<file path="config.mk">
export PLATFORM = sky130hd
export DESIGN_NAME = sram_cycle_ctrl
export DESIGN_NICKNAME = d
export VERILOG_FILES = /design/src/rtl/sramc_pkg.sv /design/src/rtl/sramc_sync.sv /design/src/rtl/sramc_cycle_fsm.sv /design/src/rtl/sramc_array.sv /design/src/rtl/sram_cycle_ctrl.sv
export SDC_FILE = /design/constraint.sdc
export NUM_CORES = 1
export LEC_CHECK = 0
export ABC_CLOCK_PERIOD_IN_PS = 4600
export BUFFER_PORTS_ARGS = -buffer_cell sky130_fd_sc_hd__buf_2
export CAP_MARGIN = 20
export CELL_PAD_IN_SITES_DETAIL_PLACEMENT = 2
export CELL_PAD_IN_SITES_GLOBAL_PLACEMENT = 2
export CORE_ASPECT_RATIO = 1.75
export CORE_MARGIN = 2
export CORE_UTILIZATION = 53
export CTS_CLUSTER_DIAMETER = 120
export DETAILED_ROUTE_END_ITERATION = 16
export GPL_ROUTABILITY_DRIVEN = 0
export PLACE_DENSITY = 0.92
export SLEW_MARGIN = 20
export SYNTH_ARGS = -nofsm -noshare
export SYNTH_HDL_FRONTEND = slang
export SYNTH_SLANG_ARGS = --single-unit
</file>
<file path="constraint.sdc">
create_clock -name clk -period 4.6 [get_ports clk]
set_input_delay 0 -clock clk [delete_from_list [all_inputs] [get_ports clk]]
set_output_delay 0 -clock clk [all_outputs]
set_load 0.01 [all_outputs]
</file>
<file path="src/rtl/sramc_pkg.sv">
package sramc_pkg;

    typedef struct packed {
        logic wr_n;   // write strobe, low active
        logic csl_n;  // low-active select
        logic csh;    // high-active select
        logic rd_n;   // output enable, low active
        logic lock;   // power-fail lock
    } ctl_t;

    localparam ctl_t CTL_IDLE = '{wr_n: 1'b1, csl_n: 1'b1, csh: 1'b0, rd_n: 1'b1, lock: 1'b0};

    function automatic logic is_sel(ctl_t c);
        return !c.csl_n && c.csh;
    endfunction

    function automatic logic is_write(ctl_t c);
        return is_sel(c) && !c.wr_n;
    endfunction

    function automatic logic is_read(ctl_t c);
        return is_sel(c) && c.wr_n && !c.rd_n;
    endfunction

    function automatic logic is_access(ctl_t c);
        return is_sel(c) && (!c.wr_n || !c.rd_n);
    endfunction

endpackage

</file>
<file path="src/rtl/sramc_sync.sv">
module sramc_sync #(
    parameter int             W       = 1,
    parameter logic [W-1:0]   RST_VAL = '0
) (
    input  logic         clk,
    input  logic         rst,
    input  logic [W-1:0] d,
    output logic [W-1:0] q
);
    logic [W-1:0] stage1;

    always_ff @(posedge clk) begin
        if (rst) begin
            stage1 <= RST_VAL;
            q      <= RST_VAL;
        end else begin
            stage1 <= d;
            q      <= stage1;
        end
    end
endmodule

</file>
<file path="src/rtl/sramc_cycle_fsm.sv">
module sramc_cycle_fsm
    import sramc_pkg::*;
#(
    parameter int AW      = 6,
    parameter int DW      = 8,
    parameter int RECOVER = 4
) (
    input  logic          clk,
    input  logic          rst,
    input  ctl_t          ctl,
    input  logic [AW-1:0] addr_s,
    input  logic [DW-1:0] din_s,
    output logic          cmt_en,
    output logic [AW-1:0] cmt_addr,
    output logic [DW-1:0] cmt_data,
    output logic          rd_en,
    output logic          w_act,
    output logic          cycle_err
);
    localparam int CW = $clog2(RECOVER + 1);

    logic          w_now, acc_now, rd_now;
    logic          w_prev, acc_prev;
    logic          w_start, w_end, acc_start, acc_end;
    logic          early, rej, rej_now, abort;
    logic [CW-1:0] rec_cnt;
    logic [AW-1:0] addr_lat;
    logic [DW-1:0] data_hold;

    assign w_now     = is_write(ctl);
    assign rd_now    = is_read(ctl);
    assign acc_now   = is_access(ctl);
    assign w_start   = w_now && !w_prev;
    assign w_end     = !w_now && w_prev;
    assign acc_start = acc_now && !acc_prev;
    assign acc_end   = !acc_now && acc_prev;
    assign early     = acc_start && (rec_cnt != '0);
    assign rej_now   = rej || early;

    always_ff @(posedge clk) begin
        if (rst) begin
            w_prev    <= 1'b0;
            acc_prev  <= 1'b0;
            rec_cnt   <= '0;
            rej       <= 1'b0;
            abort     <= 1'b0;
            cycle_err <= 1'b0;
            addr_lat  <= '0;
            data_hold <= '0;
        end else begin
            w_prev    <= w_now;
            acc_prev  <= acc_now;
            cycle_err <= early;
            if (acc_end)
                rec_cnt <= CW'(RECOVER);
            else if (rec_cnt != '0)
                rec_cnt <= rec_cnt - CW'(1);
            if (acc_end)
                rej <= 1'b0;
            else if (early)
                rej <= 1'b1;
            if (w_start)
                addr_lat <= addr_s;
            if (w_now)
                data_hold <= din_s;
            if (w_start)
                abort <= ctl.lock;
            else if (w_now && ctl.lock)
                abort <= 1'b1;
        end
    end

    assign cmt_en   = w_end && !abort && !rej && !ctl.lock;
    assign cmt_addr = addr_lat;
    assign cmt_data = data_hold;
    assign rd_en    = rd_now && !ctl.lock && !rej_now;
    assign w_act    = w_now;

    // address held for the whole open write
    assert_addr_hold_R2: assert property (@(posedge clk) disable iff (rst)
        (w_prev && $past(w_prev)) |-> $stable(addr_lat));

    // an early-start flag never lasts two cycles
    assert_err_pulse_R8: assert property (@(posedge clk) disable iff (rst)
        cycle_err |=> !cycle_err);
endmodule

</file>
<file path="src/rtl/sramc_array.sv">
module sramc_array #(
    parameter int AW = 6,
    parameter int DW = 8
) (
    input  logic          clk,
    input  logic          rst,
    input  logic          we,
    input  logic [AW-1:0] waddr,
    input  logic [DW-1:0] wdata,
    input  logic          re,
    input  logic [AW-1:0] raddr,
    output logic [DW-1:0] rdata,
    output logic          rvalid
);
    localparam int DEPTH = 1 << AW;

    logic [DW-1:0] mem [DEPTH];

    always_ff @(posedge clk) begin
        if (we)
            mem[waddr] <= wdata;
        rdata <= mem[raddr];
    end

    always_ff @(posedge clk) begin
        if (rst)
            rvalid <= 1'b0;
        else
            rvalid <= re;
    end
endmodule

</file>
<file path="src/rtl/sram_cycle_ctrl.sv">
module sram_cycle_ctrl
    import sramc_pkg::*;
#(
    parameter int AW      = 6,
    parameter int DW      = 8,
    parameter int RECOVER = 4
) (
    input  logic          clk,
    input  logic          rst,
    input  logic          sram_we_n,
    input  logic          sram_cs_n,
    input  logic          sram_cs,
    input  logic          sram_oe_n,
    input  logic [AW-1:0] sram_addr,
    input  logic [DW-1:0] sram_wdata,
    output logic [DW-1:0] sram_rdata,
    output logic          sram_rdata_oe,
    input  logic          pf_protect,
    output logic          cycle_err
);
    localparam int BW = AW + DW;

    ctl_t          ctl_raw, ctl_s;
    logic [BW-1:0] bus_s;
    logic          cmt_en, rd_en, w_act;
    logic [AW-1:0] cmt_addr;
    logic [DW-1:0] cmt_data;

    assign ctl_raw = '{wr_n: sram_we_n, csl_n: sram_cs_n, csh: sram_cs,
                       rd_n: sram_oe_n, lock: pf_protect};

    sramc_sync #(.W($bits(ctl_t)), .RST_VAL(CTL_IDLE)) u_ctl_sync (
        .clk (clk), .rst (rst), .d (ctl_raw), .q (ctl_s)
    );

    sramc_sync #(.W(BW), .RST_VAL('0)) u_bus_sync (
        .clk (clk), .rst (rst), .d ({sram_addr, sram_wdata}), .q (bus_s)
    );

    sramc_cycle_fsm #(.AW(AW), .DW(DW), .RECOVER(RECOVER)) u_fsm (
        .clk       (clk),
        .rst       (rst),
        .ctl       (ctl_s),
        .addr_s    (bus_s[BW-1:DW]),
        .din_s     (bus_s[DW-1:0]),
        .cmt_en    (cmt_en),
        .cmt_addr  (cmt_addr),
        .cmt_data  (cmt_data),
        .rd_en     (rd_en),
        .w_act     (w_act),
        .cycle_err (cycle_err)
    );

    sramc_array #(.AW(AW), .DW(DW)) u_array (
        .clk    (clk),
        .rst    (rst),
        .we     (cmt_en),
        .waddr  (cmt_addr),
        .wdata  (cmt_data),
        .re     (rd_en),
        .raddr  (bus_s[BW-1:DW]),
        .rdata  (sram_rdata),
        .rvalid (sram_rdata_oe)
    );

    // write strobe wins over output enable
    assert_strobe_quiet_R5: assert property (@(posedge clk) disable iff (rst)
        $past(w_act) |-> !sram_rdata_oe);

    // lock keeps the bus undriven
    assert_lock_quiet_R7: assert property (@(posedge clk) disable iff (rst)
        $past(ctl_s.lock) |-> !sram_rdata_oe);

    // lock forbids any array update
    assert_lock_nowrite_R7: assert property (@(posedge clk) disable iff (rst)
        ctl_s.lock |-> !cmt_en);

    // a rejected cycle does not drive the bus
    assert_reject_quiet_R8: assert property (@(posedge clk) disable iff (rst)
        cycle_err |-> !sram_rdata_oe);
endmodule

</file>
==> results of run 1 <==
==> cell type report <==
cell class | instances | area (µm²) | share of cell area
Clock buffer | 70 | 1388 | 0.05650
Clock inverter | 26 | 222.7 | 0.009069
Timing Repair Buffer | 68 | 531.8 | 0.02165
Multi-Input combinational cell | 462 | 4915 | 0.2001
Sequential cell | 581 | 16780 | 0.6834
Inverter | 8 | 30.03 | 0.001223
Tap cell | 550 | 688.2 | 0.02802
==> per-layer routing <==
metal | vias to the layer above | global-route usage | wire [µm]
met5 | - | 0 | 0
met4 | 0 | 0.1660 | 3681
met3 | 167 | 0.04750 | 4336
met2 | 705 | 0.5625 | 36130
met1 | 6301 | 0.4306 | 26190
li1 | 4584 | - | -
==> synthesized netlist by cell type, types with 4 or more instances <==
cell type,count,area (µm²)
edfxtp_1,512,15370
mux4_2,120,2703
nor2_1,82,307.8
dfxtp_1,69,1381
nor2b_1,50,312.8
nand2_1,42,157.7
clkbuf_1,30,112.6
a21oi_1,29,145.1
a22oi_1,15,112.6
mux2i_1,15,150.1
buf_2,14,70.07
mux4_1,14,367.9
o21ai_0,14,70.07
o22ai_1,11,68.82
inv_1,8,30.03
buf_1,7,26.28
nor3_1,7,35.03
or2_2,7,43.79
mux2_2,6,67.56
nand3_1,6,30.03
o21ai_1,6,30.03
buf_6,5,56.30
a211o_1,4,35.03
o31ai_1,4,30.03
==> placed cells by master, fill, tap and decap left out, types with 3 or more instances in the layout <==
| cell | Yosys | final |
|---|---|---|
| edfxtp_1 | 512 | 512 |
| mux4_2 | 120 | 120 |
| nor2_1 | 82 | 81 |
| dfxtp_1 | 69 | 57 |
| clkbuf_16 | 0 | 51 |
| nor2b_1 | 50 | 50 |
| nand2_1 | 42 | 42 |
| buf_2 | 14 | 30 |
| a21oi_1 | 29 | 29 |
| dlygate4sd3_1 | 0 | 19 |
| mux2i_1 | 15 | 15 |
| a22oi_1 | 15 | 15 |
| clkbuf_1 | 30 | 15 |
| buf_4 | 3 | 15 |
| o21ai_0 | 14 | 14 |
| mux4_1 | 14 | 14 |
| o22ai_1 | 11 | 11 |
| clkinv_2 | 0 | 9 |
| inv_1 | 8 | 8 |
| or2_2 | 7 | 7 |
| nor3_1 | 7 | 7 |
| clkinv_1 | 0 | 7 |
| dfxtp_2 | 0 | 7 |
| mux2_2 | 6 | 6 |
| o21ai_1 | 6 | 6 |
| nand3_1 | 6 | 6 |
| dfxtp_4 | 0 | 5 |
| a211o_1 | 4 | 4 |
| o31ai_1 | 4 | 4 |
| clkbuf_8 | 0 | 4 |
| o221ai_1 | 3 | 3 |
| and2_1 | 3 | 3 |
| o32ai_1 | 3 | 3 |
| nand3b_1 | 3 | 3 |
| ha_1 | 3 | 3 |
| inv_6 | 0 | 3 |
| bufinv_16 | 0 | 3 |
==> kinds of logic after synthesis <==
| group | after synthesis | share of synthesized area |
|---|---|---|
| flops | 581 | 0.7609 |
| simple gates | 210 | 0.04557 |
| mux | 155 | 0.1493 |
| compound gates | 93 | 0.02608 |
| buf+inv | 70 | 0.01602 |
| fa+ha+maj | 3 | 0.001705 |
| xor+xnor | 1 | 0.0003978 |
==> worst max-delay path, stage by stage, from the launching register on <==
cell      delay, ns
dfxtp_1        0.42
or3b_2         0.41
nand4b_1       0.32
nor2_1         0.45
nand2_1        0.61
nor2_1         1.09
==> worst min-delay path by stage <==
stage                          from                               to  slack (ns)  cells past startpoint
final                           rst       u_bus_sync.q[5]$_SDFF_PP0_        0.09                      2
after global routing      sram_cs_n  u_ctl_sync.stage1[3]$_SDFF_PP1_        0.13                      3
after CTS                       rst  u_bus_sync.stage1[2]$_SDFF_PP0_        0.08                      2
after detailed placement  sram_cs_n  u_ctl_sync.stage1[3]$_SDFF_PP1_        0.19                      2
after global placement    sram_we_n  u_ctl_sync.stage1[4]$_SDFF_PP1_        0.19                      2
after floorplan           sram_oe_n  u_ctl_sync.stage1[1]$_SDFF_PP1_        0.10                      1
==> power by group through the flow <==
stage | logic, W | registers, W | clock network (W)
5_1_grt | 0.000374 | 0.00571 | 0.00457
4_1_cts | 0.000346 | 0.00572 | 0.00440
3_3_place_gp | 0.000295 | 0.00583 | 0
6_report | 0.000358 | 0.00571 | 0.00439
3_5_place_dp | 0.000327 | 0.00583 | 0
2_1_floorplan | 0.000229 | 0.00581 | 0
==> flip-flops by register name, summed over array words and instances (netlist names) <==
register	count
u_array.mem	512
u_bus_sync.stage1	14
u_fsm.cmt_data	8
u_fsm.rec_cnt	3
u_ctl_sync.stage1	5
u_fsm.cmt_addr	6
u_fsm.w_prev	1
u_fsm.abort	1
u_fsm.rej	1
u_array.rdata	8
u_fsm.acc_prev	1
u_bus_sync.q	14
u_fsm.cycle_err	1
u_ctl_sync.q	5
u_array.rvalid	1
==> timing repair <==
action                                 in CTS  in global routing
resized for setup                           0                  0
endpoints found under the hold margin      19                  0
hold buffers                               19                  0
==> metrics by stage <==
step / instances / total power [W]
2_1_floorplan: 1113 / 0.006035
3_3_place_gp: 1646 / 0.006124
3_5_place_dp: 1646 / 0.006159
4_1_cts: 1761 / 0.01046
5_1_grt: 1765 / 0.01066
6_report: 1765 / 0.01046
==> metrics.cfg, run 1 <==
[floorplanning]
dieArea_mm2=0.04326
die_h_um=273.7
core_area_mm2=0.04095
row_count=98
ios=31
die_w_um=158.1
initial_core_util=0.5377

[worst_setup_path]
regToRegSetupSlack_ns=0.88
reg2reg_from=u_ctl_sync.q[4]$_SDFF_PP1_
crit_path_start=u_ctl_sync.q[4]$_SDFF_PP1_
cp.required_ns=4.80
path_class=register to register
cp.arrival_ns=3.91
r2r-end=u_array.mem[10][1]$_DFFE_PP_
cp-end-kind=register
critPathLaunchType=register
ff2ff_path_depth=5
path_max_fanout=18
cp-endpoint=u_array.mem[10][1]$_DFFE_PP_

[power]
vdd_drop_max_uv=406.0
leakage_nw=7.696
p_per_area_mw_per_mm2=425.8
intPower_w=0.008133
switching_power_w=0.002325
swShare=0.2223
combPwrFrac=0.034
clkPwrFrac=0.420
p_seq_frac=0.546

[timing]
slew_headroom=0.2169
rsz0062_at_grt=false
fin_crit_sh=0.8083
fmaxAchievable_mhz=269.0
layout_setup_ws_ns=0.8820
fin_skew_ns=0.03994
hold_viol=0
fin_tns_setup_ns=0
worstMarginPinSlew_ns=1.170
setup_viol=0
hold_ws_ns=0.09406
maxSlewViolCount=0
final.min_clock_period_ns=3.718

[clock_tree]
post_cts_buffers=0
cts_root_buf=clkbuf_16
cts_tree=built
cts_buffers=51
clk_pin_slew_ns=0.07
clockBufferDepth=3
h-tree-depth=2
clock_latency_ns=0.62
cts.sinks=581

[layout]
syn_to_final_growth_pct=11.52
nets=1196
post-route-util=0.5997
fillCellCount=3285
drive_gt1_frac=0.2239
stdcell_area_mm2=0.02456
num_antenna_cells=0

[job]
max-cap-violations=0

[yosys]
syn-cell-area_mm2=0.02202
synthArstFlopShare=0
yosysWarnings=0
synth_seq_cells=581
synth_ff_type=edfxtp_1
avgSynthCellArea_um2=19.79
synth_edf_count=512
ys_types=43
syn-num-nets=1137
syn_inst=1113
yosysSeqAreaShare=0.7609

[grt]
grt_pass1_wl_mm=99.33
grt_max_degree=70
grt_util_all_layers=0.3357
grt_pass1_vias=12620
grt_overflow=0
antenna_found_initial=0

[place]
place_ws_ns=1.226
hpwl_mm=40.39
numPortBuffers=30
placed_area_mm2=0.02269

[hold_path]
hp-class=input port to register

[route]
ant_nets=0
routed_wl_mm=70.34
first_pass_iters=5
vias=11760
wire_per_inst_um=39.85
drc=0
avgViaCountPerCell=6.661
drt_iter0_markers=1512

[outcome]
status=finished clean

Power figures use the tool's default switching activity.
==> run 2: changes to the inputs <==
--- a/config.mk
+++ b/config.mk
@@ -5,18 +5,18 @@
 export SDC_FILE = /design/constraint.sdc
 export NUM_CORES = 1
 export LEC_CHECK = 0
-export ABC_CLOCK_PERIOD_IN_PS = 4600
+export ABC_CLOCK_PERIOD_IN_PS = 3500
 export BUFFER_PORTS_ARGS = -buffer_cell sky130_fd_sc_hd__buf_2
 export CAP_MARGIN = 20
 export CELL_PAD_IN_SITES_DETAIL_PLACEMENT = 2
 export CELL_PAD_IN_SITES_GLOBAL_PLACEMENT = 2
 export CORE_ASPECT_RATIO = 1.75
 export CORE_MARGIN = 2
-export CORE_UTILIZATION = 53
+export CORE_UTILIZATION = 49
 export CTS_CLUSTER_DIAMETER = 120
 export DETAILED_ROUTE_END_ITERATION = 16
 export GPL_ROUTABILITY_DRIVEN = 0
-export PLACE_DENSITY = 0.92
+export PLACE_DENSITY = 0.86
 export SLEW_MARGIN = 20
 export SYNTH_ARGS = -nofsm -noshare
 export SYNTH_HDL_FRONTEND = slang
==> constraint.sdc (replaced) <==
create_clock -name clk -period 3.5 [get_ports clk]
set_input_delay 0 -clock clk [delete_from_list [all_inputs] [get_ports clk]]
set_output_delay 0 -clock clk [all_outputs]
set_load 0.01 [all_outputs]
==> metrics.cfg, run 2 (same netlist as run 1, synthesis figures left out) <==
[outcome]
status=finished clean

[grt]
grt_util_all_layers=0.3182  ; -0.01745
antenna_found_initial=1  ; +1
grt_pass1_vias=13110  ; +3.9%
grt_pass1_wl_mm=102.6  ; +3.3%
grt_max_degree=66  ; -5.7%
grt_overflow=0  ; unchanged

[timing]
maxSlewViolCount=0  ; unchanged
fin_tns_setup_ns=0  ; unchanged
worstMarginPinSlew_ns=1.150  ; -0.02040 ns
setup_viol=0  ; unchanged
hold_viol=0  ; unchanged
fin_skew_ns=0.03017  ; -0.009774 ns
rsz0062_at_grt=false
slew_headroom=0.2318  ; +0.01490
fin_crit_sh=0.8916  ; +0.08331
fmaxAchievable_mhz=320.5  ; +19%
final.min_clock_period_ns=3.121  ; -0.5975 ns

[worst_setup_path]
critPathLaunchType=register
path_max_fanout=20  ; +2
path_cells=nor2b_1 > nand2_1 > a31oi_1 > a21oi_1 > o22ai_1
path_class=register to register
cp.required_ns=3.96  ; -0.84 ns
cp.arrival_ns=3.58  ; -0.33 ns
cp-end-kind=register
critPathMaxStageDelay_ns=0.99  ; -0.10 ns
crit_slowest_cell=nor2b_1
critPathBufInv=0  ; unchanged
cp_top_family=simple AND/OR/NAND/NOR gates

[hold_path]
hp-class=input port to register

[job]
max-cap-violations=0  ; unchanged

[route]
vias=12110  ; +3.0%
drt_iter0_markers=1606  ; +6.2%
first_pass_iters=5  ; unchanged
avgViaCountPerCell=6.573  ; -1.3%
ant_nets=0  ; unchanged
routed_wl_mm=72.06  ; +2.4%
drc=0  ; unchanged
wire_per_inst_um=39.10  ; -1.9%

[clock_tree]
cts.sinks=581  ; unchanged
post_cts_buffers=0  ; unchanged
cts_tree=built
h-tree-depth=2  ; unchanged
cts_buffers=51  ; unchanged
clock_latency_ns=0.60  ; -0.02 ns
clk_pin_slew_ns=0.08  ; about the same
clockBufferDepth=3  ; unchanged
cts_root_buf=clkbuf_16

[floorplanning]
die_w_um=164.3  ; +3.9%
die_h_um=284.4  ; +3.9%
core_area_mm2=0.04429  ; +8.1%
dieArea_mm2=0.04672  ; +8.0%
initial_core_util=0.4973  ; -0.04044
ios=31  ; unchanged
row_count=102  ; +4.1%

[layout]
final_cell_mix=edfxtp_1, mux4_2, nor2_1
largest_reg_flops=512  ; unchanged
largest-register=u_array.mem
drive_gt1_frac=0.2573  ; +0.03341
num_antenna_cells=0  ; unchanged
nets=1256  ; +5.0%
final_common_cell=edfxtp_1
post-route-util=0.5645  ; -0.03516
syn_to_final_growth_pct=13.52
fillCellCount=3590  ; +9.3%
top_regs=u_array.mem (512), u_bus_sync.q (14), u_bus_sync.stage1 (14)

[power]
leakage_nw=7.994  ; +3.9%
vdd_drop_max_uv=455.6  ; +12%
p_per_area_mw_per_mm2=539.2  ; +27%

[place]
hpwl_mm=43.48  ; +7.7%
numPortBuffers=30  ; unchanged

==> run 2: changes by cell type in the layout (fill, tap and decap cells not counted), moves of 2 or more <==
| cell | before | now |
|---|---|---|
| clkbuf_1 | 15 | 12 |
| dfxtp_2 | 7 | 5 |
| nor2_2 | 1 | 3 |
| bufinv_16 | 3 | 0 |
| buf_12 | 2 | 5 |
| dfxtp_4 | 5 | 7 |
| nor2_1 | 81 | 79 |
| clkbuf_16 | 51 | 54 |
| buf_4 | 15 | 73 |
| inv_6 | 3 | 0 |
| clkinvlp_4 | 2 | 0 |
| clkinv_1 | 7 | 11 |
==> run 2: final cells by class <==
cell class	instances	area, µm²	area share
Tap cell	572	715.7	0.02863
Clock inverter	21	90.09	0.003604
Sequential cell	581	16790	0.6716
Multi-Input combinational cell	462	4920	0.1968
Clock buffer	71	1456	0.05826
Inverter	8	30.03	0.001201
Timing Repair Buffer	128	998.5	0.03994
==> run 2: routing by layer <==
metal,part of all wire,global-route usage,wire [µm]
met2,0.51,0.5273,36480
met3,0.065,0.04494,4674
met5,0,0,0
met4,0.076,0.1958,5465
met1,0.35,0.3929,25440
==> run 2: worst register-to-register path, delay by kind of cell (launching register included) <==
| kind | cells | cell delay (ns) |
|---|---|---|
| flip-flops | 1 | 0.85 |
| AND/OR/NAND/NOR | 2 | 1.30 |
| AO/OA/AOI/OAI | 3 | 0.86 |
==> run 2: path summary, 6_finish.rpt <==
check | start | endpoint | slack (ns) | depth (start not counted)
hold / removal | sram_we_n | u_ctl_sync.stage1[4]$_SDFF_PP1_ | 0.14 | 3
hold reg to reg | u_ctl_sync.stage1[1]$_SDFF_PP1_ | u_ctl_sync.q[1]$_SDFF_PP1_ | 0.41 | 1
setup reg to reg | u_bus_sync.q[11]$_SDFF_PP0_ | u_array.rdata[1]$_DFF_P_ | 0.38 | 5
setup / recovery | u_bus_sync.q[11]$_SDFF_PP0_ | u_array.rdata[1]$_DFF_P_ | 0.38 | 5
==> run 2: metrics by stage <==
stage	area (µm²)	total power [W]	cells	worst slack, ns	hold slack (ns)
after floorplan	22020	0.007932	1113	1.443	0.1038
after global placement	23210	0.008067	1730	0.8711	0.1873
after detailed placement	23210	0.008110	1730	0.6205	0.1980
after CTS	24950	0.01355	1841	0.4063	0.09542
after global routing	25000	0.01378	1843	0.4318	0.1482
final	25000	0.01348	1843	0.3795	0.1424
==> run 2: timing repair <==
action,4_1_cts,5_1_grt
hold endpoints to repair,19,19
hold buffers,19,1
resized for setup,0,0
==> run 2: where the power goes <==
group	switching [W]	leakage (nW)	internal (W)
Clock	0.00259	0.770	0.00290
Sequential	0.0000493	5.32	0.00746
Combinational	0.000273	1.91	0.000216
==> run 3: changes to the inputs <==
--- a/config.mk
+++ b/config.mk
@@ -20,4 +20,5 @@
 export SLEW_MARGIN = 20
 export SYNTH_ARGS = -nofsm -noshare
 export SYNTH_HDL_FRONTEND = slang
+export SYNTH_HIERARCHICAL = 1
 export SYNTH_SLANG_ARGS = --single-unit
==> metrics.cfg, run 3 <==
[timing]
fin_crit_sh=0.9546  ; +0.06306
final.min_clock_period_ns=3.341  ; +0.2207 ns
maxSlewViolCount=0  ; unchanged
fin_tns_setup_ns=0  ; unchanged
rsz0062_at_grt=true
fin_skew_ns=0.03106  ; +0.0008971 ns
slew_headroom=0.2647  ; +0.03285
hold_ws_ns=0.08083  ; -0.06153 ns
hold_viol=0  ; unchanged
layout_setup_ws_ns=0.1588  ; -0.2207 ns
fmaxAchievable_mhz=299.3  ; -6.6%
setup_viol=0  ; unchanged
worstMarginPinSlew_ns=1.099  ; -0.05097 ns

[place]
numPortBuffers=30  ; unchanged
place_ws_ns=0.1517  ; -0.4688 ns
hpwl_mm=42.42  ; -2.4%

[grt]
antenna_found_initial=0  ; -1
grt_overflow=0  ; unchanged
grt_pass1_wl_mm=102.9  ; +0.20%
grt_pass1_vias=13000  ; -0.87%
grt_max_degree=62  ; -6.1%
grt_util_all_layers=0.3147  ; -0.003561

[yosys]
syn-cell-area_mm2=0.02231  ; +1.3%
synth_top_cell_by_area=edfxtp_1
synth_edf_count=512  ; unchanged
syn_inst=1132  ; +1.7%
synth_compound_area_frac=0.02289  ; -0.003194
synth_ff_type=edfxtp_1
syn-num-nets=1156  ; +1.7%
synth_fa_ha_area_frac=0.001683  ; -0.00002180
synth_top_area_frac=0.6893  ; -0.008929
ys_types=56  ; +30%
yosys.cell_count.top_type=edfxtp_1
synth-xor-area-share=0.0003926  ; -0.000005086
avgSynthCellArea_um2=19.71  ; -0.40%
ys_top_cells_by_count=edfxtp_1, mux4_2, nor2_1, dfxtp_1, nor2b_1
synth_top_family_by_area=multiplexers
synth-simple-area-share=0.05379  ; +0.008224
synth.area.mux_share=0.1509  ; +0.001624
synthArstFlopShare=0  ; unchanged
synth_area_leaders=edfxtp_1, mux4_2, dfxtp_1
synth_seq_cells=581  ; unchanged
yosysSeqAreaShare=0.7512  ; -0.009731
yosysWarnings=6  ; +6

[worst_setup_path]
cp-end-kind=register
path_cells=nor3b_4 > nor4_1 > buf_4 > nor2b_1 > nand2_1 > nor2_1
critPathMaxStageDelay_ns=0.87  ; -0.12 ns
cp.required_ns=3.71  ; -0.25 ns
reg2reg_from=u_ctl_sync/q[4]$_SDFF_PP1_
ff2ff_path_depth=6  ; +1
regToRegSetupSlack_ns=0.16  ; -0.22 ns
crit_slowest_cell=nor2_1
critPathLaunchType=register
path_class=register to register
r2r-end=u_array/mem[36][2]$_DFFE_PP_
cp.arrival_ns=3.56  ; -0.02 ns
path_max_fanout=11  ; -45%

[route]
avgViaCountPerCell=6.538  ; -0.53%
routed_wl_mm=72.09  ; about the same
vias=12020  ; -0.80%
drt_iter0_markers=1344  ; -16%
first_pass_iters=5  ; unchanged
wire_per_inst_um=39.22  ; +0.31%
drc=0  ; unchanged
ant_nets=0  ; unchanged

[floorplanning]
ios=31  ; unchanged
die_h_um=286.3  ; +0.64%
dieArea_mm2=0.04731  ; +1.3%
row_count=103  ; +0.98%
initial_core_util=0.4960  ; -0.001307
die_w_um=165.3  ; +0.63%
core_area_mm2=0.04498  ; +1.6%

[power]
leakage_nw=8.015  ; +0.26%
p_per_area_mw_per_mm2=572.5  ; +6.2%
vdd_drop_max_uv=425.7  ; -6.6%

[clock_tree]
cts_tree=built
clock_latency_ns=0.60  ; about the same
h-tree-depth=2  ; unchanged
post_cts_buffers=0  ; unchanged
cts_root_buf=clkbuf_16
cts.sinks=581  ; unchanged
cts_buffers=52  ; +2.0%
clockBufferDepth=3  ; unchanged
clk_pin_slew_ns=0.07  ; about the same

[hold_path]
min_to=u_fsm/cmt_data[6]$_SDFFE_PP0N_
hold_depth=2  ; -1
hp-class=input port to register
hp-start=rst

[layout]
syn_to_final_growth_pct=13.10
largest-register=u_array/mem
largest_reg_flops=512  ; unchanged
final_common_cell=edfxtp_1
nets=1240  ; -1.3%
top_regs=u_array/mem (512), u_bus_sync/q (14), u_bus_sync/stage1 (14)
final_cell_mix=edfxtp_1, mux4_2, nor2_1
drive_gt1_frac=0.2524  ; -0.004897

[outcome]
status=finished clean

[job]
max-cap-violations=0  ; unchanged

## run 3: worst max path at each step
stage	from	to
CTS	u_ctl_sync/q[4]$_SDFF_PP1_	u_array/mem[24][4]$_DFFE_PP_
global route	u_ctl_sync/q[4]$_SDFF_PP1_	u_array/mem[28][6]$_DFFE_PP_
global placement	u_bus_sync/q[8]$_SDFF_PP0_	u_array/rdata[5]$_DFF_P_
detailed placement	u_ctl_sync/q[4]$_SDFF_PP1_	u_array/mem[40][5]$_DFFE_PP_
finish	u_ctl_sync/q[4]$_SDFF_PP1_	u_array/mem[36][2]$_DFFE_PP_
floorplan	u_ctl_sync/q[4]$_SDFF_PP1_	u_array/mem[62][0]$_DFFE_PP_
## run 3: final cells by class
type | instances | area [µm²]
multi-input cells | 487 | 5140
fillers | 3654 | 19750
diodes | 1 | 2.502
inverters | 5 | 18.77
well taps | 577 | 721.9
clock buffers | 66 | 1459
clock inverters | 32 | 422.9
flip-flops and latches | 581 | 16780
repair buffers | 89 | 678.2
## run 3: logic make-up (layout without fill, tap and decap cells)
logic type | count (synthesis) | after routing
AOI/OAI and AO/OA | 69 | 69
xor gates and xnor gates | 1 | 1
adders and majority gates | 3 | 3
buffers and inverters | 64 | 192
DFF | 581 | 581
muxes | 176 | 176
other | 0 | 1
and+or+nand+nor | 238 | 238
## run 3: timing repair
| item | CTS | global route |
|---|---|---|
| gates resized for setup | 0 | 2 |
| hold endpoints to repair | 19 | 0 |
| endpoints found under the setup margin | 0 | 16 |
| hold buffers | 19 | 0 |
## run 3: power by group
part,switching [W],leakage [nW],internal [W]
Combinational,0.000271,1.79,0.000229
Clock,0.00278,0.905,0.00365
Sequential,0.0000606,5.32,0.00746
## run 3: per-layer routing
layer	vias up	share of wire	routed length, µm	global-route usage
li1	4712	-	-	-
met1	6496	0.36	25720	0.3848
met2	631	0.53	38310	0.5497
met3	178	0.053	3811	0.03642
met4	0	0.059	4251	0.1567
met5	-	0	0	0
## run 3: stage by stage
step,util,cell area (µm²),cells,power [W]
finish,0.5609,25230,1838,0.01444
global placement,0.5143,23130,1720,0.008108
global route,0.5609,25230,1837,0.01478
floorplan,-,22310,1132,0.007980
detailed placement,0.5143,23130,1720,0.008142
CTS,0.5603,25200,1837,0.01454
## run 3: worst max-delay path: cells and delay by family (launching register included)
family / cells / cell delay (ns)
flip-flops: 1 / 0.47
AND/OR/NAND/NOR: 5 / 2.25
buffers and inverters: 1 / 0.24
